===== src/rtl/lbq_pkg.sv =====
package lbq_pkg;

   typedef enum logic {
      LBQ_LINE_OK  = 1'b0,
      LBQ_BROWNOUT = 1'b1
   } lbq_state_e;

   typedef struct packed {
      logic low_hit;
      logic good_hit;
   } lbq_class_t;

endpackage


===== src/rtl/lbq_classify.sv =====
module lbq_classify
   import lbq_pkg::*;
#(
   parameter int unsigned VAL_W           = 11,
   parameter int unsigned ENTER_LVL       = 490,
   parameter int unsigned EXIT_LVL        = 564,
   parameter bit          FULLSCALE_FAULT = 1'b1
) (
   input  logic [VAL_W-1:0] val,
   output lbq_class_t       cls,
   output logic [VAL_W-1:0] depth
);
   localparam logic [VAL_W-1:0] ENTER_V = VAL_W'(ENTER_LVL);
   localparam logic [VAL_W-1:0] EXIT_V  = VAL_W'(EXIT_LVL);

   logic fault;

   generate
      if (FULLSCALE_FAULT) begin : g_fs_fault
         assign fault = &val;
      end else begin : g_fs_plain
         assign fault = 1'b0;
      end
   endgenerate

   always_comb begin
      cls.low_hit  = fault | (val <= ENTER_V);
      cls.good_hit = ~fault & (val > EXIT_V);
      if (fault)
         depth = ENTER_V;
      else if (val <= ENTER_V)
         depth = ENTER_V - val;
      else
         depth = '0;
   end
endmodule


===== src/rtl/lbq_span_calc.sv =====
module lbq_span_calc #(
   parameter int unsigned VAL_W      = 11,
   parameter int unsigned BASE_MS    = 56,
   parameter int unsigned EXT_SHIFT  = 1,
   parameter int unsigned EXT_MAX_MS = 200,
   parameter int unsigned CNT_W      = 9
) (
   input  logic [VAL_W-1:0] depth,
   output logic [CNT_W-1:0] span
);
   localparam int unsigned RAW_TOP = ((2 ** VAL_W) - 1) >> EXT_SHIFT;

   logic [31:0] ext_raw;
   logic [31:0] ext_cap;

   assign ext_raw = 32'(depth) >> EXT_SHIFT;

   generate
      if (RAW_TOP <= EXT_MAX_MS) begin : g_no_clamp
         assign ext_cap = ext_raw;
      end else begin : g_clamp
         assign ext_cap = (ext_raw > 32'(EXT_MAX_MS)) ? 32'(EXT_MAX_MS) : ext_raw;
      end
   endgenerate

   assign span = CNT_W'(32'(BASE_MS) + ext_cap);
endmodule


===== src/rtl/lbq_qual_timer.sv =====
module lbq_qual_timer #(
   parameter int unsigned CNT_W = 9
) (
   input  logic             clk,
   input  logic             rst_n,
   input  logic             en,
   input  logic             hit,
   input  logic             miss,
   input  logic             tick,
   input  logic [CNT_W-1:0] span,
   output logic             expire
);
   logic             armed_q, armed_n;
   logic [CNT_W-1:0] cnt_q, cnt_n;

   always_comb begin
      armed_n = armed_q;
      if (hit)
         armed_n = 1'b1;
      else if (miss)
         armed_n = 1'b0;

      cnt_n = cnt_q;
      if (miss)
         cnt_n = '0;
      else if (tick && armed_n)
         cnt_n = cnt_q + CNT_W'(1);

      expire = en && armed_n && (cnt_n >= span);
   end

   always_ff @(posedge clk) begin
      if (!rst_n || !en || expire) begin
         armed_q <= 1'b0;
         cnt_q   <= '0;
      end else begin
         armed_q <= armed_n;
         cnt_q   <= cnt_n;
      end
   end
endmodule


===== src/rtl/line_brownout_qual.sv =====
module line_brownout_qual
   import lbq_pkg::*;
#(
   parameter int unsigned VAL_W           = 11,
   parameter int unsigned ENTER_LVL       = 490,
   parameter int unsigned EXIT_LVL        = 564,
   parameter int unsigned ENTER_MS        = 56,
   parameter int unsigned EXIT_MS         = 56,
   parameter int unsigned EXT_SHIFT       = 1,
   parameter int unsigned EXT_MAX_MS      = 200,
   parameter bit          FULLSCALE_FAULT = 1'b1
) (
   input  logic             clk,
   input  logic             rst_n,
   input  logic             sample_valid,
   input  logic [VAL_W-1:0] line_pct,
   input  logic             ms_tick,
   output logic             brownout,
   output logic             gate_off
);
   localparam int unsigned MAX_ENTER = ENTER_MS + EXT_MAX_MS;
   localparam int unsigned SPAN_TOP  = (MAX_ENTER > EXIT_MS) ? MAX_ENTER : EXIT_MS;
   localparam int unsigned CNT_W     = $clog2(SPAN_TOP + 1);

   initial begin
      assert (ENTER_LVL < EXIT_LVL)
         else $error("entry level must lie below exit level");
      assert (EXIT_LVL < (2 ** VAL_W) - 1)
         else $error("exit level must fit below the full-scale code");
      assert (ENTER_MS >= 1 && EXIT_MS >= 1)
         else $error("qualification times must be at least one tick");
   end

   lbq_state_e       state_q;
   lbq_class_t       cls;
   logic [VAL_W-1:0] cur_depth;
   logic [VAL_W-1:0] deep_q, deep_n;
   logic [CNT_W-1:0] enter_span;
   logic             low_s, low_miss, good_s, good_miss;
   logic             enter_expire, exit_expire;
   logic             in_ok;

   lbq_classify #(
      .VAL_W(VAL_W), .ENTER_LVL(ENTER_LVL), .EXIT_LVL(EXIT_LVL),
      .FULLSCALE_FAULT(FULLSCALE_FAULT)
   ) u_cls (
      .val(line_pct), .cls(cls), .depth(cur_depth)
   );

   assign in_ok     = (state_q == LBQ_LINE_OK);
   assign low_s     = sample_valid &  cls.low_hit;
   assign low_miss  = sample_valid & ~cls.low_hit;
   assign good_s    = sample_valid &  cls.good_hit;
   assign good_miss = sample_valid & ~cls.good_hit;

   always_comb begin
      deep_n = deep_q;
      if (low_miss)
         deep_n = '0;
      else if (low_s && (cur_depth > deep_q))
         deep_n = cur_depth;
   end

   lbq_span_calc #(
      .VAL_W(VAL_W), .BASE_MS(ENTER_MS), .EXT_SHIFT(EXT_SHIFT),
      .EXT_MAX_MS(EXT_MAX_MS), .CNT_W(CNT_W)
   ) u_span (
      .depth(deep_n), .span(enter_span)
   );

   lbq_qual_timer #(.CNT_W(CNT_W)) u_enter_tmr (
      .clk(clk), .rst_n(rst_n), .en(in_ok),
      .hit(low_s), .miss(low_miss), .tick(ms_tick),
      .span(enter_span), .expire(enter_expire)
   );

   lbq_qual_timer #(.CNT_W(CNT_W)) u_exit_tmr (
      .clk(clk), .rst_n(rst_n), .en(~in_ok),
      .hit(good_s), .miss(good_miss), .tick(ms_tick),
      .span(CNT_W'(EXIT_MS)), .expire(exit_expire)
   );

   always_ff @(posedge clk) begin
      if (!rst_n || !in_ok || enter_expire)
         deep_q <= '0;
      else
         deep_q <= deep_n;
   end

   always_ff @(posedge clk) begin
      if (!rst_n) begin
         state_q <= LBQ_BROWNOUT;
      end else begin
         case (state_q)
            LBQ_LINE_OK:  if (enter_expire) state_q <= LBQ_BROWNOUT;
            LBQ_BROWNOUT: if (exit_expire)  state_q <= LBQ_LINE_OK;
            default:      state_q <= LBQ_BROWNOUT;
         endcase
      end
   end

   assign brownout = (state_q == LBQ_BROWNOUT);
   assign gate_off = (state_q == LBQ_BROWNOUT);
endmodule


===== config.mk =====
export PLATFORM = sky130hd
export DESIGN_NAME = line_brownout_qual
export DESIGN_NICKNAME = d
export VERILOG_FILES = /design/src/rtl/lbq_pkg.sv /design/src/rtl/lbq_classify.sv /design/src/rtl/lbq_span_calc.sv /design/src/rtl/lbq_qual_timer.sv /design/src/rtl/line_brownout_qual.sv
export SDC_FILE = /design/constraint.sdc
export NUM_CORES = 1
export LEC_CHECK = 0
export BUFFER_PORTS_ARGS = -buffer_cell sky130_fd_sc_hd__buf_2
export CORE_MARGIN = 1.5
export CORE_UTILIZATION = 55
export CTS_CLUSTER_DIAMETER = 100
export DETAILED_ROUTE_END_ITERATION = 10
export PLACE_DENSITY_LB_ADDON = 0.1
export SYNTH_ARGS = -nofsm -noshare
export SYNTH_HDL_FRONTEND = slang
export SYNTH_SLANG_ARGS = --single-unit
export TNS_END_PERCENT = 20

===== constraint.sdc =====
create_clock -name clk -period 6.95 [get_ports clk]
set_input_delay 1.39 -clock clk [delete_from_list [all_inputs] [get_ports clk]]
set_output_delay 1.39 -clock clk [all_outputs]
set_load 0.02 [all_outputs]

==> run summary, run 1 <==
max_slew headroom = 49.1%
Setup crit end = deep_q[9]$_SDFF_PP0_
setup violators final = 0
Slew @ Worst Pin = 0.745 ns
synth top area cells = dfxtp_1 24%, ha_1 13%, nor2_1 6.2%, nor3_1 4.2%, xnor2_1 4.0%
WHS Path Cells = 1
Hold WS = 0.513 ns
WL final = 6560 um
detailed-route wire length per cell = 14.8 um
count leader, synth = nor2_1
Post-synth EDFFs = 0
Vias = 2,585
setup tns final = 0 ns
CP Capture Type = register
Final min period = 6.73 ns
critical path type = in -> reg
CP cell instances = buf_2 > inv_1 > ha_1 > nand4bb_1 > a211o_4 > o21ai_0 > ha_1 > nand3b_1 > a21boi_1 > or4_4 > a211o_1 > a31oi_4 > nand4_1 > a21o_2 > or3_1 > ha_2 > a211oi_2 > o32ai_1 > ha_1 > or4_1 > a31oi_4 > o31ai_4 > buf_4 > nor3_1
Pwr Total = 0.432 mW
max-cap viol count = 0
Seq/Total Area, Yosys = 24.5%
synthesized flop and latch total = 32
Tcrit/Tclk final = 96.8%
CTS Root Cell = clkbuf_8
Leak = 1.33 nW
flop-to-flop setup slack = 2.06 ns
post-synth top area share = 24.5%
RSZ-0062 raised after global routing = true
CP Launch Point = line_pct[0]
Die Ht = 72.0 um
Crit path largest cell delay = 0.56 ns
via/cell ratio = 5.81
yosys warns = 0
Clk Latency, worst-skew pair = 0.28 ns
Port Buffer Count = 16
post-route cell area = 3240 um2
layout cells sized above 1 = 23.7%
CTS clk-pin slew, worst paths = 0.06 ns
Inst Count DP = 433
Primary FF master, synth = dfxtp_1
area grow syn2layout = 23.8%
worst-path fanout max = 5
TritonCTS clock tree = built
worst reg2reg endpoint = deep_q[9]$_SDFF_PP0_
vias in the first global route = 2,449
Synth Area in Compound Gates = 19.0%
Placed Area = 3050 um2
worst slack, placed = -0.231 ns
Routed Antenna Nets = 0
reg2reg start = deep_q[5]$_SDFF_PP0_
WP data arrival = 6.93 ns
status = finished clean
Detail Placement HPWL = 4990 um
initial antenna violation count = 0
asr flop ratio synth = 0%
Starting Density = 58.5%
final hold viol count = 0
most frequent CP cell = ha_1
Post-Synth Adder-Cell Area = 12.9%
Non-Filler Instances = 445
CTS H-tree depth = 2
CP Launch Type = input pin
Cell Area, Synth = 2620 um2
Site Rows = 24
proportion of synthesized area in mux cells = 2.73%
syn_area_per_cell = 7.86 um2
Worst IR Drop VDD = 0.000120 V
max-slew violation count = 0
Pwr per Cell Area = 133 nW/um2
DRT iter0 DRCs = 138
clock sinks = 32
nets = 434
# IOs = 17
die width = 72.0 um
first-pass GRT wire length = 10,800 um
Yosys top cell by area = dfxtp_1
Yosys cell types = 55
antenna diode count = 0
Synth Area in XOR/XNOR = 7.70%
TritonCTS buffer count = 5
CTS max path bufs = 2
largest family of logic cells by synthesized area = simple AND/OR/NAND/NOR gates
DRC violations left = 0
Simple-Gate Fraction of Synth Area = 28.6%
worst min-delay path category = reg -> reg
Syn Nets = 375
top post-synthesis cells by count = 43 x nor2_1, 32 x dfxtp_1, 27 x ha_1, 22 x nand2_1, 22 x nor3_1
gr ovfl total = 0
worst r2r path cells = 19
CP required = 7.15 ns
total core area = 4470 um2
largest net degree at the start of global routing = 25
fin util = 72.4%
Synth Instances = 333
Worst Skew = 0.00738 ns
f_max = 149 MHz
Setup WS post-layout = 0.219 ns
CP max stage cell = or4_1
GRT Overall Usage = 25.8%
Die Footprint = 5180 um2
Pre-antenna DRT Iters = 4
GPL Wtd Cong = 0.982
cells in the final DEF, fill, tap and decap left out, types with 7 or more instances in the layout:
cell type  instances
xor2_1            11
dfxtp_1           32
nor3_1            20
inv_1             14
nor2_1            41
nand2_1           22
buf_4             49
buf_2             16
and2_1             7
a21oi_1           13
o21ai_0           13
xnor2_1           12
ha_1              26
nand3_1            7
flip-flops by register name, summed over array words and instances, names as in the netlist:
signal	cells
brownout	1
deep_q	11
u_enter_tmr.armed_q	1
u_enter_tmr.cnt_q	9
u_exit_tmr.armed_q	1
u_exit_tmr.cnt_q	9
area by class of cell:
cell class                 count  area (um2)
inverter                      14        52.6
sequential                    32         641
clock buffer                   8        90.1
fill                         351        1240
timing repair buffer          66         459
multi-input combinational    273        1930
tap                           52        65.1
critical path: cells and delay by family:
kind / cells / cell delay (ns)
AND/OR/NAND/NOR: 7 / 2.01
AO/OA/AOI/OAI: 10 / 2.23
adder cells (fa/ha/maj): 4 / 0.91
buffers and inverters: 3 / 0.38
power breakdown:
group,internal (mW),switching [mW]
registers,0.185,0.00137
logic,0.0462,0.0539
clock network,0.0807,0.0650
total,0.312,0.120
layer usage:
layer  share of wire, %  vias up  track usage (%)  wire, um
li1                   -     1319                -         -
met1                 46     1216             33.9      3050
met3                2.8        8             2.78       183
met5                  0        -                0         0
met4                1.2        0             8.39        76
met2                 50       42             44.3      3260
kinds of logic after synthesis:
logic type               after synthesis
buffers and inverters                 29
multiplexers                           7
adder cells (fa/ha/maj)               27
AND/OR/NAND/NOR                      145
XOR/XNOR                              23
AO/OA/AOI/OAI                         70
flip-flops                            32
how the worst min path moves through the flow:
stage,startpoint,endpoint,slack (ns)
finish,u_exit_tmr.cnt_q[6]$_SDFF_PP0_,u_exit_tmr.cnt_q[6]$_SDFF_PP0_,0.51
global route,u_exit_tmr.cnt_q[6]$_SDFF_PP0_,u_exit_tmr.cnt_q[6]$_SDFF_PP0_,0.55
global placement,u_exit_tmr.cnt_q[6]$_SDFF_PP0_,u_exit_tmr.cnt_q[6]$_SDFF_PP0_,0.50
detailed placement,u_exit_tmr.cnt_q[6]$_SDFF_PP0_,u_exit_tmr.cnt_q[6]$_SDFF_PP0_,0.51
CTS,u_exit_tmr.cnt_q[6]$_SDFF_PP0_,u_exit_tmr.cnt_q[6]$_SDFF_PP0_,0.52
floorplan,u_exit_tmr.cnt_q[6]$_SDFF_PP0_,u_exit_tmr.cnt_q[6]$_SDFF_PP0_,0.47
what timing repair did:
action	4_1_cts	5_1_grt
setup buffers	0	3
cloned	0	1
setup endpoints to repair	1	21
resized for setup	1	17
hold buffers	0	0
pin swaps	0	5
hold endpoints to repair	0	0
No activity file was read; power rests on OpenSTA's default activity.
==> run 2: changes to the inputs <==
SETUP_SLACK_MARGIN = 0.4   (was unset)
==> run 2 against run 1 <==
Wire length is 4.7% higher. Global-route usage up 0.99 points. Core utilization rose by 4.6 points. Power up 9.1%.
==> run summary, run 2 (synthesis gave the netlist of run 1 again) <==
total core area = 4470 um2 (unchanged)
max-cap viol count = 0 (unchanged)
first-pass GRT wire length = 11,000 um (+2.2%)
RSZ-0062 raised after global routing = true
Top Registers = deep_q (11), u_enter_tmr.cnt_q (9), u_exit_tmr.cnt_q (9)
hold endpoint = u_exit_tmr.cnt_q[6]$_SDFF_PP0_
Final min period = 6.39 ns (-0.345 ns)
via/cell ratio = 5.95 (+2.5%)
most frequent cells in the layout = 41 x buf_4, 40 x nor2_1, 32 x dfxtp_1
DRT iter0 DRCs = 130 (-5.8%)
detailed-route wire length per cell = 15.7 um (+6.2%)
Slew @ Worst Pin = 0.752 ns (+0.00731 ns)
TritonCTS clock tree = built
Pwr per Cell Area = 137 nW/um2 (+2.6%)
CP required = 7.17 ns (+0.02 ns)
CTS Root Cell = clkbuf_8
f_max = 157 MHz (+5.4%)
final hold viol count = 0 (unchanged)
Hold WS = 0.507 ns (-0.00624 ns)
Clk Latency, worst-skew pair = 0.29 ns (about the same)
clock sinks = 32 (unchanged)
reg2reg start = deep_q[6]$_SDFF_PP0_
WP data arrival = 6.60 ns (-0.33 ns)
max reg flops = 11 (unchanged)
Vias = 2,613 (+1.1%)
GRT Overall Usage = 26.8% (+0.99 points)
Site Rows = 24 (unchanged)
largest net degree at the start of global routing = 25 (unchanged)
WL final = 6880 um (+4.7%)
Routed Antenna Nets = 0 (unchanged)
gr ovfl total = 0 (unchanged)
Leak = 1.35 nW (+1.8%)
Worst Skew = 0.00430 ns (-0.00308 ns)
worst r2r path cells = 20 (+1)
initial antenna violation count = 0 (unchanged)
quantity of hold-fixing buffers added after cts = 0 (unchanged)
most frequent CP cell = o21ai_1
critical path type = in -> reg
worst slack, placed = -0.161 ns (+0.0696 ns)
worst reg2reg endpoint = deep_q[5]$_SDFF_PP0_
max_slew headroom = 48.6% (-0.50 points)
HP Start = u_exit_tmr.cnt_q[6]$_SDFF_PP0_
layout cells sized above 1 = 29.7% (+6.1 points)
Placed Area = 3000 um2 (-1.8%)
flop-to-flop setup slack = 2.25 ns (+0.19 ns)
# IOs = 17 (unchanged)
Worst IR Drop VDD = 0.000138 V (+15%)
post-route cell area = 3440 um2 (+6.3%)
die width = 72.0 um (unchanged)
Detail Placement HPWL = 4860 um (-2.5%)
CP Launch Type = input pin
Port Buffer Count = 16 (unchanged)
CTS max path bufs = 2 (unchanged)
commonest non-fill, non-tap cell in the layout = buf_4
CP Capture Type = register
area grow syn2layout = 31.6%
worst path bufs/invs = 2 (-1)
worst min-delay path category = reg -> reg
Die Ht = 72.0 um (unchanged)
CTS clk-pin slew, worst paths = 0.07 ns (about the same)
Setup WS post-layout = 0.564 ns (+0.345 ns)
max-slew violation count = 0 (unchanged)
antenna diode count = 0 (unchanged)
setup violators final = 0 (unchanged)
CTS H-tree depth = 2 (unchanged)
Starting Density = 58.5% (unchanged)
GPL Wtd Cong = 0.881 (-10%)
TritonCTS buffer count = 5 (unchanged)
Die Footprint = 5180 um2 (unchanged)
Crit path largest cell delay = 0.57 ns (about the same)
WHS Path Cells = 1 (unchanged)
vias in the first global route = 2,409 (-1.6%)
DRC violations left = 0 (unchanged)
worst-path fanout max = 7 (+2)
Largest Register = deep_q
Crit path max-delay family = compound AO/OA/AOI/OAI gates
nets = 428 (-1.4%)
CP max stage cell = or4_4
Tcrit/Tclk final = 91.9% (-5.0 points)
Pre-antenna DRT Iters = 4 (unchanged)
status = finished clean
==> run 2: changes by cell type in the layout (fill, tap and decap cells not counted), sizes merged <==
cell    previous run  this run
clkinv             0         1
clkbuf             8         6
buf               66        60
bufinv             0         1
==> run 2: stage by stage <==
stage          util (%)  std cells  setup TNS (ns)  power, mW
6_report           77.0        439               0      0.471
5_1_grt            77.0        439               0      0.489
4_1_cts            71.1        432               0      0.462
3_5_place_dp       66.9        421           -1.10      0.281
3_3_place_gp       66.9        421               0      0.281
2_1_floorplan         -        333               0      0.249
==> run 2: worst max-delay path by stage <==
| stage | slack, ns | start | cells after the start | end |
|---|---|---|---|---|
| 2_1_floorplan | 0.35 | line_pct[4] | 25 | brownout$_SDFF_PN1_ |
| 3_3_place_gp | 0.06 | line_pct[4] | 24 | u_enter_tmr.cnt_q[3]$_SDFF_PP0_ |
| 3_5_place_dp | -0.16 | line_pct[1] | 23 | u_enter_tmr.cnt_q[6]$_SDFF_PP0_ |
| 4_1_cts | 0.40 | line_pct[0] | 24 | u_enter_tmr.cnt_q[6]$_SDFF_PP0_ |
| 5_1_grt | 0.27 | line_pct[8] | 24 | deep_q[5]$_SDFF_PP0_ |
| 6_report | 0.56 | line_pct[1] | 25 | deep_q[5]$_SDFF_PP0_ |
==> run 2: report_power, final <==
group          leakage (nW)  internal (mW)  switching (mW)
logic                  1.04         0.0495          0.0601
registers             0.258          0.185         0.00129
clock network        0.0552          0.106          0.0692
total                  1.35          0.341           0.131
==> run 2: area by class of cell <==
cell class                 count  area [um2]
tap                           52        65.1
timing repair buffer          60         434
multi-input combinational    273        2140
clock inverter                 2        35.0
sequential                    32         641
fill                         342        1030
clock buffer                   6        72.6
inverter                      14        55.1
==> run 2: routing by layer <==
metal | GRT usage [%] | routed length (um) | up-vias | part of all wire, %
li1 | - | - | 1316 | -
met1 | 34.3 | 3020 | 1210 | 44
met2 | 46.4 | 3470 | 69 | 51
met3 | 3.06 | 235 | 18 | 3.4
met4 | 9.85 | 150 | 0 | 2.2
met5 | 0 | 0 | - | 0
==> run 2: what timing repair did <==
| action | CTS | global route |
|---|---|---|
| pin swaps | 4 | 16 |
| buffers inserted | 2 | 6 |
| setup endpoints to repair | 21 | 21 |
| gates resized for setup | 12 | 44 |
| gates cloned | 1 | 1 |
==> run 3: changes to the inputs <==
CELL_PAD_IN_SITES_DETAIL_PLACEMENT = 0   (was unset)
CELL_PAD_IN_SITES_GLOBAL_PLACEMENT = 1   (was unset)
CORE_UTILIZATION = 41   (was 55)
TNS_END_PERCENT = 5   (was 20)
clock period = 5.5 ns   (was 6.95 ns; I/O delays follow)
==> run 3 against run 2 <==
The run now ends with negative setup slack left. Cell count rose by 11%. Sequential cell count unchanged. Cell area increased by 6.4%. First-iteration DRC count fell by 18%. Largest cell class unchanged.
==> run summary, run 3 (synthesis gave the netlist of run 1 again) <==
TritonCTS clock tree = built
CP required = 5.68 ns (-1.49 ns)
WL final = 7140 um (+3.8%)
via/cell ratio = 5.35 (-10%)
DRC violations left = 0 (unchanged)
Pre-antenna DRT Iters = 4 (unchanged)
CP Launch Type = input pin
Detail Placement HPWL = 5410 um (+11%)
most frequent cells in the layout = 68 x buf_4, 37 x nor2_1, 32 x dfxtp_1
failing checks = negative setup slack
fin util = 60.8% (-16 points)
max reg flops = 11 (unchanged)
worst-path fanout max = 8 (+1)
Placed Area = 3230 um2 (+7.7%)
total core area = 6030 um2 (+35%)
f_max = 165 MHz
setup violators final = 22 (+22)
Crit path max-delay family = compound AO/OA/AOI/OAI gates
worst path bufs/invs = 2 (unchanged)
status = finished, violations left
Largest Register = deep_q
Routed Antenna Nets = 0 (unchanged)
max_slew headroom = 68.1% (+20 points)
quantity of hold-fixing buffers added after cts = 0 (unchanged)
Slew @ Worst Pin = 0.477 ns (-0.276 ns)
Site Rows = 28 (+17%)
clock sinks = 32 (unchanged)
CTS max path bufs = 2 (unchanged)
CP cell instances = buf_2 > and4_1 > nor3b_4 > a211o_4 > o21ai_2 > ha_1 > and4_1 > a21boi_1 > or4_4 > a211o_1 > a31oi_4 > a211oi_2 > a21o_2 > or3_4 > ha_4 > a211oi_2 > o32ai_1 > ha_2 > or4_4 > a31oi_4 > o31ai_4 > buf_6 > a21boi_1
CTS H-tree depth = 2 (unchanged)
GPL Wtd Cong = 0.867 (-1.6%)
die width = 82.9 um (+15%)
worst min-delay path category = reg -> reg
critical path type = in -> reg
initial antenna violation count = 0 (unchanged)
Leak = 1.48 nW (+9.4%)
Starting Density = 43.4% (-15 points)
first-pass GRT wire length = 12,200 um (+10%)
WP data arrival = 6.23 ns (-0.37 ns)
Final min period = 6.05 ns
CP max stage cell = or4_4
RSZ-0062 raised after global routing = true
# IOs = 17 (unchanged)
max-cap viol count = 0 (unchanged)
commonest non-fill, non-tap cell in the layout = buf_4
Die Footprint = 6870 um2 (+33%)
Pwr per Cell Area = 153 nW/um2 (+12%)
antenna diode count = 0 (unchanged)
area grow syn2layout = 40.0%
largest net degree at the start of global routing = 15 (-40%)
CTS Root Cell = clkbuf_8
CTS clk-pin slew, worst paths = 0.07 ns (about the same)
final hold viol count = 0 (unchanged)
layout cells sized above 1 = 35.7% (+6.0 points)
Top Registers = deep_q (11), u_enter_tmr.cnt_q (9), u_exit_tmr.cnt_q (9)
Clk Latency, worst-skew pair = 0.29 ns (about the same)
vias in the first global route = 2,633 (+9.3%)
Port Buffer Count = 16 (unchanged)
gr ovfl total = 0 (unchanged)
Vias = 2,614 (+0.038%)
Setup WS post-layout = -0.554 ns (-1.12 ns)
DRT iter0 DRCs = 106 (-18%)
TritonCTS buffer count = 5 (unchanged)
detailed-route wire length per cell = 14.6 um (-6.8%)
Worst IR Drop VDD = 0.000151 V (+9.7%)
CP Capture Type = register
Worst Skew = 0.00843 ns (+0.00413 ns)
max-slew violation count = 0 (unchanged)
GRT Overall Usage = 21.2% (-5.6 points)
post-route cell area = 3660 um2 (+6.4%)
Die Ht = 82.9 um (+15%)
nets = 456 (+6.5%)
Crit path largest cell delay = 0.52 ns (-0.05 ns)
Tcrit/Tclk final = 110%
-- run 3: changes by cell type in the layout (fill, tap and decap cells not counted), sizes merged --
cell | before | now
buf | 60 | 89
bufinv | 1 | 0
a211o | 3 | 2
-- run 3: power by group --
group	switching [mW]	leakage, nW	total, mW	internal [mW]
Clock	0.0865	0.0410	0.172	0.0860
Combinational	0.0778	1.18	0.153	0.0757
Sequential	0.00160	0.258	0.235	0.234
-- run 3: cell type report --
cell class | count | area, um2
fill | 538 | 2360
inverter | 14 | 55.1
timing repair buffer | 89 | 663
sequential | 32 | 641
clock inverter | 1 | 5.00
multi-input combinational | 272 | 2130
tap | 75 | 93.8
clock buffer | 6 | 72.6
-- run 3: routing by layer --
metal	vias up	wire (um)	share of wire, %	track usage, %
met4	0	138	1.9	7.58
met1	1200	3370	47	27.5
met5	-	0	0	0
met2	36	3450	48	36.2
met3	12	178	2.5	2.58
li1	1366	-	-	-
-- run 3: timing repair --
item | in CTS | in global routing
cloned | 2 | 0
setup buffers | 7 | 2
pin swaps | 26 | 9
resized for setup | 49 | 18
endpoints found under the setup margin | 22 | 22
-- run 3: stage by stage --
step           hold WS, ns  setup slack (ns)  instances  total power, mW  TNS [ns]
3_5_place_dp         0.506             -1.22        471            0.372    -25.71
4_1_cts              0.517            -0.616        487            0.563    -12.45
3_3_place_gp         0.507             -1.19        471            0.372    -24.73
2_1_floorplan        0.468            -0.810        333            0.315    -16.63
6_report             0.517            -0.554        489            0.561    -11.13
5_1_grt              0.539            -0.739        489            0.591    -15.29
-- run 3: final timing paths --
path                                                     start                        endpoint  slack [ns]  cells after the start
worst max-delay path                               line_pct[6]             brownout$_SDFF_PN1_       -0.55                     23
worst min register to register  u_exit_tmr.cnt_q[6]$_SDFF_PP0_  u_exit_tmr.cnt_q[6]$_SDFF_PP0_        0.52                      1
worst min-delay path            u_exit_tmr.cnt_q[6]$_SDFF_PP0_  u_exit_tmr.cnt_q[6]$_SDFF_PP0_        0.52                      1
worst max register to register            deep_q[5]$_SDFF_PP0_             brownout$_SDFF_PN1_        0.78                     19
-- run 3: worst register-to-register path: stages (launching register included) --
cell	delay, ns
dfxtp_1	0.38
inv_1	0.08
ha_1	0.32
and4_1	0.23
a21boi_1	0.13
or4_4	0.52
a211o_1	0.31
a31oi_4	0.20
a211oi_2	0.10
a21o_2	0.26
or3_4	0.35
ha_4	0.19
a211oi_2	0.20
o32ai_1	0.12
ha_2	0.18
or4_4	0.49
a31oi_4	0.19
o31ai_4	0.11
buf_6	0.16
a21boi_1	0.12
